**src/rtl/tas_lock_pkg.sv**
```systemverilog
package tas_lock_pkg;

  typedef enum logic [1:0] {
    OP_READ  = 2'b00,
    OP_TAS   = 2'b01,
    OP_CLEAR = 2'b10,
    OP_ALT   = 2'b11
  } lock_op_e;

  // New flag value after an operation; OP_ALT acts like a read
  function automatic logic flag_after(lock_op_e op, logic cur);
    case (op)
      OP_TAS:   return 1'b1;
      OP_CLEAR: return 1'b0;
      default:  return cur;
    endcase
  endfunction

endpackage

```
**src/rtl/tas_rr_arb.sv**
```systemverilog
module tas_rr_arb #(
  parameter int N = 4,
  localparam int PW = (N > 1) ? $clog2(N) : 1
) (
  input  logic          clk,
  input  logic          rst_n,
  input  logic [N-1:0]  req,
  output logic [N-1:0]  gnt,
  output logic [PW-1:0] gnt_id,
  output logic          gnt_any
);

  logic [PW-1:0] ptr;
  logic [PW:0]   cand;

  // First requester at or after ptr, wrapping
  always_comb begin
    gnt_id  = '0;
    gnt_any = 1'b0;
    cand    = '0;
    for (int k = 0; k < N; k++) begin
      cand = {1'b0, ptr} + (PW+1)'(k);
      if (cand >= (PW+1)'(N)) cand = cand - (PW+1)'(N);
      if (!gnt_any && req[cand[PW-1:0]]) begin
        gnt_any = 1'b1;
        gnt_id  = cand[PW-1:0];
      end
    end
    gnt = gnt_any ? (N'(1) << gnt_id) : '0;
  end

  always_ff @(posedge clk or negedge rst_n) begin
    if (!rst_n) begin
      ptr <= '0;
    end else if (gnt_any) begin
      ptr <= (gnt_id == PW'(N-1)) ? '0 : gnt_id + 1'b1;
    end
  end

endmodule

```
**src/rtl/tas_flag_bank.sv**
```systemverilog
module tas_flag_bank
  import tas_lock_pkg::*;
#(
  parameter int AW = 3,
  localparam int DEPTH = 1 << AW
) (
  input  logic          clk,
  input  logic          rst_n,
  input  logic          op_en,
  input  lock_op_e      op,
  input  logic [AW-1:0] idx,
  output logic          prior
);

  logic [DEPTH-1:0] flags;

  assign prior = flags[idx];

  for (genvar g = 0; g < DEPTH; g++) begin : g_flag
    always_ff @(posedge clk or negedge rst_n) begin
      if (!rst_n) begin
        flags[g] <= 1'b0;
      end else if (op_en && idx == AW'(g)) begin
        flags[g] <= flag_after(op, flags[g]);
      end
    end
  end

endmodule

```
**src/rtl/tas_rsp_reg.sv**
```systemverilog
module tas_rsp_reg #(
  parameter int N = 4
) (
  input  logic         clk,
  input  logic         rst_n,
  input  logic [N-1:0] gnt,
  input  logic         prior_in,
  output logic [N-1:0] rsp_valid,
  output logic [N-1:0] rsp_prior
);

  for (genvar g = 0; g < N; g++) begin : g_rsp
    always_ff @(posedge clk or negedge rst_n) begin
      if (!rst_n) begin
        rsp_valid[g] <= 1'b0;
        rsp_prior[g] <= 1'b0;
      end else begin
        rsp_valid[g] <= gnt[g];
        rsp_prior[g] <= gnt[g] & prior_in;
      end
    end
  end

endmodule

```
**src/rtl/tas_lock_bank.sv**
```systemverilog
module tas_lock_bank
  import tas_lock_pkg::*;
#(
  parameter int NUM_REQ = 4,
  parameter int LOCK_AW = 3,
  localparam int PW = (NUM_REQ > 1) ? $clog2(NUM_REQ) : 1
) (
  input  logic                       clk,
  input  logic                       rst_n,
  input  logic [NUM_REQ-1:0]         req_valid,
  output logic [NUM_REQ-1:0]         req_ready,
  input  logic [2*NUM_REQ-1:0]       req_op,
  input  logic [NUM_REQ*LOCK_AW-1:0] req_idx,
  output logic [NUM_REQ-1:0]         rsp_valid,
  output logic [NUM_REQ-1:0]         rsp_prior
);

  logic [PW-1:0]      win_id;
  logic               win_any;
  lock_op_e           sel_op;
  logic [LOCK_AW-1:0] sel_idx;
  logic               sel_prior;

  tas_rr_arb #(.N(NUM_REQ)) arb_i (
    .clk     (clk),
    .rst_n   (rst_n),
    .req     (req_valid),
    .gnt     (req_ready),
    .gnt_id  (win_id),
    .gnt_any (win_any)
  );

  assign sel_op  = lock_op_e'(req_op[win_id*2 +: 2]);
  assign sel_idx = req_idx[win_id*LOCK_AW +: LOCK_AW];

  tas_flag_bank #(.AW(LOCK_AW)) bank_i (
    .clk   (clk),
    .rst_n (rst_n),
    .op_en (win_any),
    .op    (sel_op),
    .idx   (sel_idx),
    .prior (sel_prior)
  );

  tas_rsp_reg #(.N(NUM_REQ)) rsp_i (
    .clk       (clk),
    .rst_n     (rst_n),
    .gnt       (req_ready),
    .prior_in  (sel_prior),
    .rsp_valid (rsp_valid),
    .rsp_prior (rsp_prior)
  );

endmodule

```
**config.mk**
```make
export PLATFORM = sky130hd
export DESIGN_NAME = tas_lock_bank
export DESIGN_NICKNAME = d
export VERILOG_FILES = /design/src/rtl/tas_lock_pkg.sv /design/src/rtl/tas_rr_arb.sv /design/src/rtl/tas_flag_bank.sv /design/src/rtl/tas_rsp_reg.sv /design/src/rtl/tas_lock_bank.sv
export SDC_FILE = /design/constraint.sdc
export NUM_CORES = 1
export LEC_CHECK = 0
export BUFFER_PORTS_ARGS = -buffer_cell sky130_fd_sc_hd__buf_2
export CORE_MARGIN = 5
export CORE_UTILIZATION = 30
export CTS_BUF_LIST = sky130_fd_sc_hd__clkbuf_2 sky130_fd_sc_hd__clkbuf_4 sky130_fd_sc_hd__clkbuf_8
export DETAILED_ROUTE_END_ITERATION = 12
export SYNTH_ARGS = -nofsm -noshare
export SYNTH_HDL_FRONTEND = slang
export SYNTH_SLANG_ARGS = --single-unit
```
**constraint.sdc**
```tcl
create_clock -name clk -period 2.66 [get_ports clk]
set_input_delay 0.133 -clock clk [delete_from_list [all_inputs] [get_ports clk]]
set_output_delay 0.133 -clock clk [all_outputs]
set_load 0.01 [all_outputs]
```
==> results_dict.tcl, run 1 <==
set metrics [dict create \
    status "complete, no violations" \
    die-width_um 75.8 \
    place_congestion 0.784 \
    critPathKind "register to register" \
    synth-simple-area-share_pct 18.8 \
    powerDensity_nw_per_um2 963 \
    port_buffers 37 \
    period_share_pct 92.5 \
    max_stage_delay_ps 450 \
    postSynthAreaPerCell_um2 9.29 \
    clock-root-buffer "clkbuf_8" \
    antenna_cells 0 \
    grt_max_degree 19 \
    numCtsBuffers 3 \
    timing.rr.start "arb_i.ptr[1]" \
    r2r_cells 9 \
    synth-xor-area-share_pct 0 \
    final_common_cell "buf_2" \
    netlist_area_um2 1300 \
    place_ws_ps 63.4 \
    synth-compound-area-share_pct 13.8 \
    yosysWarnings 0 \
    hpwl_mm 2.45 \
    reg2reg_to "rsp_i.rsp_prior[3]" \
    initial_core_util_pct 30.5 \
    multiInputGateArea_um2 811 \
    clock_skew_ps 6.22 \
    drv_slew 0 \
    grt_use_total_pct 11.4 \
    via_count 1133 \
    remaining_drc_errors 0 \
    grt_pass1_vias 1124 \
    synthCells 140 \
    cts_buffer_depth 2 \
    yosysSeqAreaShare_pct 34.6 \
    drtPass1Iterations 4 \
    grt_pass1_wl_mm 5.07 \
    cp.required_ps 2840 \
    hold_viol 0 \
    final-instance-count-excl-fill 236 \
    path_cells "a21oi_1 -> o21ai_0 -> a21oi_2 -> buf_4 -> mux2i_2 -> mux2i_1 -> nor3b_1 -> o32a_1 -> nor2b_1" \
    slowest_stage "dfrtp_2" \
    core_um2 4260 \
    clock_latency_ps 260 \
    worst_slew_pin_slew_ps 445 \
    die_h_um 75.8 \
    viasPerCell 4.80 \
    ir_worst_vdd_mv 0.486 \
    area_growth_pct 28.3 \
    clk_pin_slew_worst_paths_ps 70 \
    yosys.area_share.adder_pct 4.81 \
    ios 38 \
    min_path_type "input port to async pin" \
    dieArea_um2 5750 \
    layout_min_cycle_time_ps 2460 \
    wl_per_cell_um 13.0 \
    muxShareOfSynthArea_pct 22.8 \
    nFillCells 435 \
    drt_wl_total_mm 3.06 \
    worstSetupEndpointType "register" \
    slew_headroom_pct 70.2 \
    drive_above_1_share_pct 33.2 \
    setup_viol 0 \
    antenna_found_initial 0 \
    yosys_register_bits 18 \
    critPathArrivalTime_ps 2650 \
    start_kind "register" \
    overflow 0 \
    cp-endpoint "rsp_i.rsp_prior[3]" \
    drtIter0Drc 22 \
    htree_levels 1 \
    postRouteAntennaNets 0 \
    p_leak_nw 0.848 \
    most-common-layout-cells "37 x buf_2, 23 x mux2i_1, 17 x dfrtp_1, 15 x nand2_1, 10 x nor2b_1" \
    yosysUniqueCellTypes 29 \
    cts_tree "done" \
    synth_top_family_by_area "multiplexers" \
    clock_sinks 18 \
    finalWorstSetupSlack_ps 199 \
    regArea_um2 452 \
    critPathLaunch "arb_i.ptr[1]" \
    rsz0062_at_grt "yes" \
    nNetsFinal 216 \
    numPlacedInstances 231 \
    row_count 24 \
    path_max_fanout 16 \
    max_freq_mhz 406 \
    regToRegSetupSlack_ps 200 \
    syn_nets 171 \
    post-route-util_pct 39.1 \
    drv_cap 0 \
]
[cells in the mapped netlist]
| library cell | instances | area (um2) |
|---|---|---|
| a211oi_1 | 1 | 7.51 |
| a211oi_4 | 1 | 20.0 |
| a21o_1 | 1 | 7.51 |
| a21oi_1 | 6 | 30.0 |
| a311oi_1 | 1 | 8.76 |
| buf_1 | 1 | 3.75 |
| buf_2 | 3 | 15.0 |
| buf_6 | 1 | 11.3 |
| dfrtp_1 | 18 | 450 |
| ha_1 | 5 | 62.6 |
| inv_1 | 9 | 33.8 |
| inv_2 | 1 | 3.75 |
| mux2_1 | 1 | 11.3 |
| mux2_2 | 4 | 45.0 |
| mux2i_1 | 24 | 240 |
| nand2_1 | 16 | 60.1 |
| nand2b_1 | 6 | 37.5 |
| nand3b_1 | 2 | 15.0 |
| nor2_1 | 6 | 22.5 |
| nor2b_1 | 10 | 62.6 |
| nor3_1 | 2 | 10.0 |
| nor3b_1 | 4 | 30.0 |
| nor4_1 | 1 | 6.26 |
| o21ai_0 | 7 | 35.0 |
| o21ai_1 | 1 | 5.00 |
| o221ai_1 | 1 | 8.76 |
| o311ai_0 | 1 | 8.76 |
| o31ai_1 | 5 | 37.5 |
| o32a_1 | 1 | 10.0 |
[worst max-delay path, delay by kind of cell, from the launching register on]
family                 cells  cell delay, ps
flip-flops                 1             450
buffers and inverters      1             290
AND/OR/NAND/NOR            2             210
AO/OA/AOI/OAI              4             870
multiplexers               2             580
[state kept, by name, indices dropped and copies added (netlist names)]
| name | count |
|---|---|
| rsp_i.rsp_valid | 4 |
| arb_i.ptr | 2 |
| bank_i.flags | 8 |
| rsp_i.rsp_prior | 4 |
[cells by family (layout without fill, tap and decap cells)]
family,count (synthesis),in the layout
buffers and inverters,15,59
and+or+nand+nor,47,47
DFF,18,18
muxes,29,29
AOI/OAI and AO/OA,26,26
adders and majority gates,5,5
[worst min path at each step]
| stage | slack [ps] | end | startpoint | cells past startpoint |
|---|---|---|---|---|
| floorplan | -160 | arb_i.ptr[0] | rst_n | 0 |
| global route | 400 | bank_i.flags[1] | rst_n | 2 |
| global placement | 90 | rsp_i.rsp_valid[3] | rst_n | 1 |
| CTS | 350 | arb_i.ptr[1] | rst_n | 2 |
| detailed placement | 90 | rsp_i.rsp_prior[3] | rst_n | 1 |
| finish | 340 | bank_i.flags[1] | rst_n | 2 |
[stage by stage]
stage	TNS [ps]	power [W]	area [um2]	hold slack, ps
after floorplan	0	0.00108	1300	-163
after global placement	0	0.00134	1580	91.4
after detailed placement	0	0.00135	1580	92.4
after CTS	0	0.00159	1640	347
after global routing	-10.5	0.00176	1670	401
final	0	0.00161	1670	341
[power breakdown]
group | switching (W) | internal, W
Sequential | 0.0000622 | 0.000392
Combinational | 0.000505 | 0.000417
Clock | 0.0000973 | 0.000132
[routing by layer]
layer | up-vias | track usage (%) | routed length, um
li1 | 581 | - | -
met4 | 0 | 1.17 | 13
met5 | - | 0 | 0
met3 | 2 | 3.03 | 175
met2 | 21 | 21.0 | 1540
met1 | 529 | 13.5 | 1330
[repair_timing]
action | in CTS | in global routing
hold endpoints to repair | 18 | 0
buffers inserted | 0 | 0
hold buffers | 1 | 0
gates resized for setup | 0 | 7
endpoints found under the setup margin | 0 | 8
[final cells by class]
type                    count  area share [%]
clock buffers               4            3.30
repair buffers             45            14.9
flip-flops and latches     18            27.1
multi-input cells         107            48.6
well taps                  52            3.90
inverters                  10            2.25
(Power assumes the default switching activity.)
==> run 2, diff against run 1 <==
==> constraint.sdc (replaced) <==
create_clock -name clk -period 2.45 [get_ports clk]
set_input_delay 0.1225 -clock clk [delete_from_list [all_inputs] [get_ports clk]]
set_output_delay 0.1225 -clock clk [all_outputs]
set_load 0.01 [all_outputs]
==> run 2 against run 1 <==
Die area unchanged; sequential share of layout area down 1.9 points; register-to-register slack worse by 190 ps; core utilization up 2.8 points; clock power up 11%; via count up 2.7%; critical path depth up 1; sequential power up 8.4%; sequential cell count unchanged.
==> results_dict.tcl, run 2 (synthesis results as in run 1) <==
set metrics [dict create \
    setup_viol 0 \
    sw_frac_of_total_pct 41.2 \
    place_congestion 0.868 \
    final_common_cell "buf_2" \
    top_register "bank_i.flags" \
    hold_viol 0 \
    max_freq_mhz 410 \
    clock-root-buffer "clkbuf_8" \
    area_growth_pct 37.5 \
    worstSetupEndpointType "register" \
    dieArea_um2 5750 \
    most-common-layout-cells "37 x buf_2, 23 x mux2i_1, 18 x dfrtp_1, 15 x nand2_1, 15 x buf_4" \
    post-route-util_pct 41.9 \
    r2r_cells 10 \
    slowest_stage "dfrtp_1" \
    critPathLaunch "arb_i.ptr[1]" \
    critPathKind "register to register" \
    critPathArrivalTime_ps 2620 \
    final-instance-count-excl-fill 247 \
    status "complete, no violations" \
    largest_reg_flops 8 \
    htree_levels 1 \
    grt_max_degree 19 \
    cp.depth 10 \
    clock_sinks 18 \
    path_cells "a21oi_1 -> o21ai_1 -> a21oi_2 -> mux2_2 -> o21ai_1 -> ha_1 -> nor2_2 -> nand2_2 -> nor3b_2 -> mux2i_1" \
    drive_above_1_share_pct 39.0 \
    wl_per_cell_um 13.4 \
    path_common_cell "o21ai_1" \
    cp.required_ps 2630 \
    max_stage_delay_ps 410 \
    ios 38 \
    numPlacedInstances 237 \
    initial_core_util_pct 30.5 \
    dpl_cell_area_um2 1630 \
    fin_area_um2 1790 \
    cts_buffer_depth 2 \
    rsz0062_at_grt "yes" \
    period_share_pct 99.5 \
    row_count 24 \
    powerDensity_nw_per_um2 1080 \
    antenna_cells 0 \
    tns_ps 0 \
    reg2reg_to "bank_i.flags[6]" \
    postRouteAntennaNets 0 \
    start_kind "register" \
    timing.rr.start "arb_i.ptr[1]" \
    cts_tree "done" \
    comb_power_share_pct 61.4 \
    pwr-share-seq_pct 25.4 \
    numCtsBuffers 3 \
    core_um2 4260 \
    cp-endpoint "bank_i.flags[6]" \
    p_leak_nw 0.916 \
    clock_skew_ps 6.63 \
    drtIter0Drc 15 \
    worst_slew_pin_slew_ps 429 \
    clock_latency_ps 260 \
    slew_headroom_pct 71.2 \
    grt_pass1_vias 1181 \
    layout_min_cycle_time_ps 2440 \
    hpwl_mm 2.59 \
    overflow 0 \
    cp_top_family "compound AO/OA/AOI/OAI gates" \
    nNetsFinal 227 \
    drv_cap 0 \
    grt_pass1_wl_mm 5.40 \
    clk_pin_slew_worst_paths_ps 80 \
    die_h_um 75.8 \
    internal-power_w 0.00114 \
    port_buffers 37 \
    p_total_w 0.00194 \
    die-width_um 75.8 \
    remaining_drc_errors 0 \
    reg_top3 "bank_i.flags: 8 flops, rsp_i.rsp_prior: 4 flops, rsp_i.rsp_valid: 4 flops" \
    antenna_found_initial 0 \
    path_buf_inv 0 \
    power.share.clock_pct 13.2 \
    via_count 1164 \
    drtPass1Iterations 4 \
    ir_worst_vdd_mv 0.423 \
    grt_use_total_pct 12.5 \
    regToRegSetupSlack_ps 10 \
    viasPerCell 4.71 \
    min_path_type "input port to async pin" \
    drt_wl_total_mm 3.30 \
    path_max_fanout 5 \
    drv_slew 0 \
    power.switching_w 0.000798 \
]
==> run 2: timing repair <==
| action | in CTS | in global routing |
|---|---|---|
| hold buffers | 1 | 0 |
| gates resized for setup | 3 | 14 |
| pin swaps | 2 | 3 |
| endpoints found under the hold margin | 18 | 0 |
| setup buffers | 0 | 5 |
| endpoints found under the setup margin | 4 | 13 |
==> run 2: layer usage <==
| metal | wire length (um) | global-route usage [%] |
|---|---|---|
| met1 | 1390 | 14.7 |
| met2 | 1690 | 21.9 |
| met3 | 165 | 2.90 |
| met4 | 49 | 4.66 |
| met5 | 0 | 0 |
==> run 2: final cells by class <==
cell class	count	area, um2
clock buffers	4	55.1
fillers	444	2480
inverters	10	37.5
multi-input cells	107	838
flip-flops and latches	18	450
well taps	52	65.1
repair buffers	56	342
==> run 2: worst reg2reg max path, cell delays in order, from the launching register on <==
cell and delay (ps):
dfrtp_1 410, a21oi_1 140, o21ai_1 80, a21oi_2 250, mux2_2 360, o21ai_1 130
ha_1 270, nor2_2 180, nand2_2 130, nor3b_2 200, mux2i_1 200
==> run 2: how the worst min path moves through the flow <==
stage,endpoint,slack (ps),depth (start not counted)
floorplan,arb_i.ptr[0],-170,0
global placement,arb_i.ptr[1],80,1
detailed placement,rsp_i.rsp_valid[3],80,1
CTS,rsp_i.rsp_valid[3],330,2
global route,rsp_i.rsp_valid[3],360,2
finish,rsp_i.rsp_valid[2],320,2
==> run 2: through the flow <==
| step | hold slack (ps) | setup WS [ps] |
|---|---|---|
| 3_3_place_gp | 75.8 | -38.1 |
| 3_5_place_dp | 80.8 | -51.3 |
| 6_report | 316 | 12.8 |
| 5_1_grt | 361 | -117 |
| 4_1_cts | 329 | 7.28 |
| 2_1_floorplan | -173 | 42.9 |
==> run 2: power groups by stage <==
stage               Clock, W  Combinational [W]  Sequential (W)
detailed placement         0            0.00104        0.000497
CTS                 0.000263            0.00106        0.000492
finish              0.000255            0.00119        0.000492
global route        0.000273            0.00132        0.000507
global placement           0            0.00103        0.000496
floorplan                  0           0.000671        0.000513
==> run 3, diff against run 2 <==
--- a/config.mk
+++ b/config.mk
@@ -6,10 +6,13 @@
 export NUM_CORES = 1
 export LEC_CHECK = 0
 export BUFFER_PORTS_ARGS = -buffer_cell sky130_fd_sc_hd__buf_2
+export CELL_PAD_IN_SITES_DETAIL_PLACEMENT = 1
+export CELL_PAD_IN_SITES_GLOBAL_PLACEMENT = 1
 export CORE_MARGIN = 5
 export CORE_UTILIZATION = 30
 export CTS_BUF_LIST = sky130_fd_sc_hd__clkbuf_2 sky130_fd_sc_hd__clkbuf_4 sky130_fd_sc_hd__clkbuf_8
 export DETAILED_ROUTE_END_ITERATION = 12
+export PLACE_DENSITY_LB_ADDON = 0.1
 export SYNTH_ARGS = -nofsm -noshare
 export SYNTH_HDL_FRONTEND = slang
 export SYNTH_SLANG_ARGS = --single-unit
==> run 3 against run 2 <==
Via count up 9.5%; global-route usage up 2.6 points; critical endpoint is now rsp_i.rsp_prior[3]; critical path depth unchanged; critical path type unchanged; routed wire length up 33%; clock power up 2%; first-iteration DRC count up 130%; fmax down 0.48%; sequential power up 3%; clock skew up 1.1 ps; die area unchanged.
==> results_dict.tcl, run 3 (synthesis results as in run 1) <==
set metrics [dict create \
    nNetsFinal 238 \
    route.met3.wl_um 171 \
    clock-root-buffer "clkbuf_8" \
    clk_pin_slew_worst_paths_ps 80 \
    period_share_pct 100 \
    most-common-layout-cells "38 x buf_2, 23 x buf_4, 19 x mux2i_1, 18 x dfrtp_1, 14 x nand2_1" \
    wl_per_cell_um 17.0 \
    drv_slew 0 \
    max_freq_mhz 408 \
    start_kind "register" \
    die_h_um 75.8 \
    min_path_type "input port to async pin" \
    numPlacedInstances 237 \
    row_count 24 \
    setup_viol 0 \
    post-route-util_pct 45.8 \
    critPathKind "register to register" \
    drv_cap 0 \
    drt_wl_total_mm 4.38 \
    drive_above_1_share_pct 47.1 \
    p_leak_nw 0.972 \
    clock_skew_ps 7.69 \
    final-instance-count-excl-fill 258 \
    wl_met1_mm 1.83 \
    core_um2 4260 \
    powerDensity_nw_per_um2 1140 \
    viasPerCell 4.94 \
    drtPass1Iterations 2 \
    ios 38 \
    p_total_w 0.00223 \
    rsz0062_at_grt "yes" \
    slowest_stage "dfrtp_1" \
    postRouteAntennaNets 0 \
    hold_viol 0 \
    worstSetupEndpointType "register" \
    overflow 0 \
    area_growth_pct 50.1 \
    final_common_cell "buf_2" \
    dpl_cell_area_um2 1630 \
    grt_pass1_vias 1336 \
    path_cells "buf_6 -> buf_6 -> a211oi_4 -> clkinv_4 -> buf_12 -> mux2i_4 -> mux2_2 -> o21ai_1 -> o32a_1 -> nor2b_1" \
    nFillCells 515 \
    remaining_drc_errors 0 \
    reg_top3 "bank_i.flags: 8 flops, rsp_i.rsp_prior: 4 flops, rsp_i.rsp_valid: 4 flops" \
    layout_min_cycle_time_ps 2450 \
    path_buf_inv 4 \
    fin_area_um2 1950 \
    cts_tree "done" \
    port_buffers 37 \
    path_common_cell "buf_6" \
    grt_pass1_wl_mm 6.47 \
    top_register "bank_i.flags" \
    cp.required_ps 2640 \
    antenna_found_initial 0 \
    via_count 1275 \
    largest_reg_flops 8 \
    status "complete, no violations" \
    regToRegSetupSlack_ps 1 \
    place_congestion 0.775 \
    numCtsBuffers 3 \
    cp_top_family "compound AO/OA/AOI/OAI gates" \
    die-width_um 75.8 \
    htree_levels 1 \
    slew_headroom_pct 70.9 \
    highest_layer "met4" \
    dieArea_um2 5750 \
    critPathArrivalTime_ps 2640 \
    clock_sinks 18 \
    clock_latency_ps 260 \
    initial_core_util_pct 30.5 \
    worst_slew_pin_slew_ps 436 \
    antenna_cells 0 \
    max_stage_delay_ps 440 \
    grt_max_degree 19 \
    path_max_fanout 5 \
    ir_worst_vdd_mv 0.323 \
    hpwl_mm 3.23 \
    cts_buffer_depth 2 \
    whs_ps 348 \
    grt_use_total_pct 15.1 \
    drtIter0Drc 34 \
    dr_wl_met2_mm 2.32 \
]
[run 3: final timing paths]
path | from | endpoint | depth (start not counted)
setup / recovery | arb_i.ptr[1] | rsp_i.rsp_prior[3] | 10
hold / removal | rst_n | rsp_i.rsp_prior[3] | 2
setup reg to reg | arb_i.ptr[1] | rsp_i.rsp_prior[3] | 10
hold reg to reg | bank_i.flags[3] | bank_i.flags[3] | 2
max in group asynchronous | rst_n | bank_i.flags[2] | 2
min in group clk | req_valid[3] | arb_i.ptr[0] | 4
[run 3: metal layers]
| metal | vias to the layer above | track usage (%) |
|---|---|---|
| li1 | 623 | - |
| met1 | 623 | 17.4 |
| met2 | 23 | 27.9 |
| met3 | 6 | 2.11 |
| met4 | 0 | 5.83 |
| met5 | - | 0 |
[run 3: per-stage QoR]
stage          worst slack (ps)  setup TNS [ps]
6_report                   1.01               0
5_1_grt                    -110            -684
4_1_cts                    2.65               0
3_5_place_dp               -130            -442
3_3_place_gp               88.9               0
2_1_floorplan              42.9               0
[run 3: final cells by class]
| class | instances | area [um2] | area share (%) |
|---|---|---|---|
| Clock buffer | 4 | 55.1 | 2.82 |
| Inverter | 10 | 42.5 | 2.18 |
| Timing Repair Buffer | 67 | 438 | 22.4 |
| Tap cell | 52 | 65.1 | 3.33 |
| Sequential cell | 18 | 450 | 23.1 |
| Multi-Input combinational cell | 107 | 901 | 46.2 |
[run 3: what timing repair did]
action | in CTS | in global routing
setup buffers | 2 | 14
resized for setup | 4 | 30
pin swaps | 2 | 7
hold endpoints to repair | 18 | 0
setup endpoints to repair | 7 | 12
hold buffers | 1 | 0
[run 3: report_power, final]
part | switching (W) | internal [W] | leakage [nW]
clock network | 0.000116 | 0.000143 | 0.0288
registers | 0.0000838 | 0.000424 | 0.221
logic | 0.000718 | 0.000747 | 0.723
total | 0.000917 | 0.00131 | 0.972
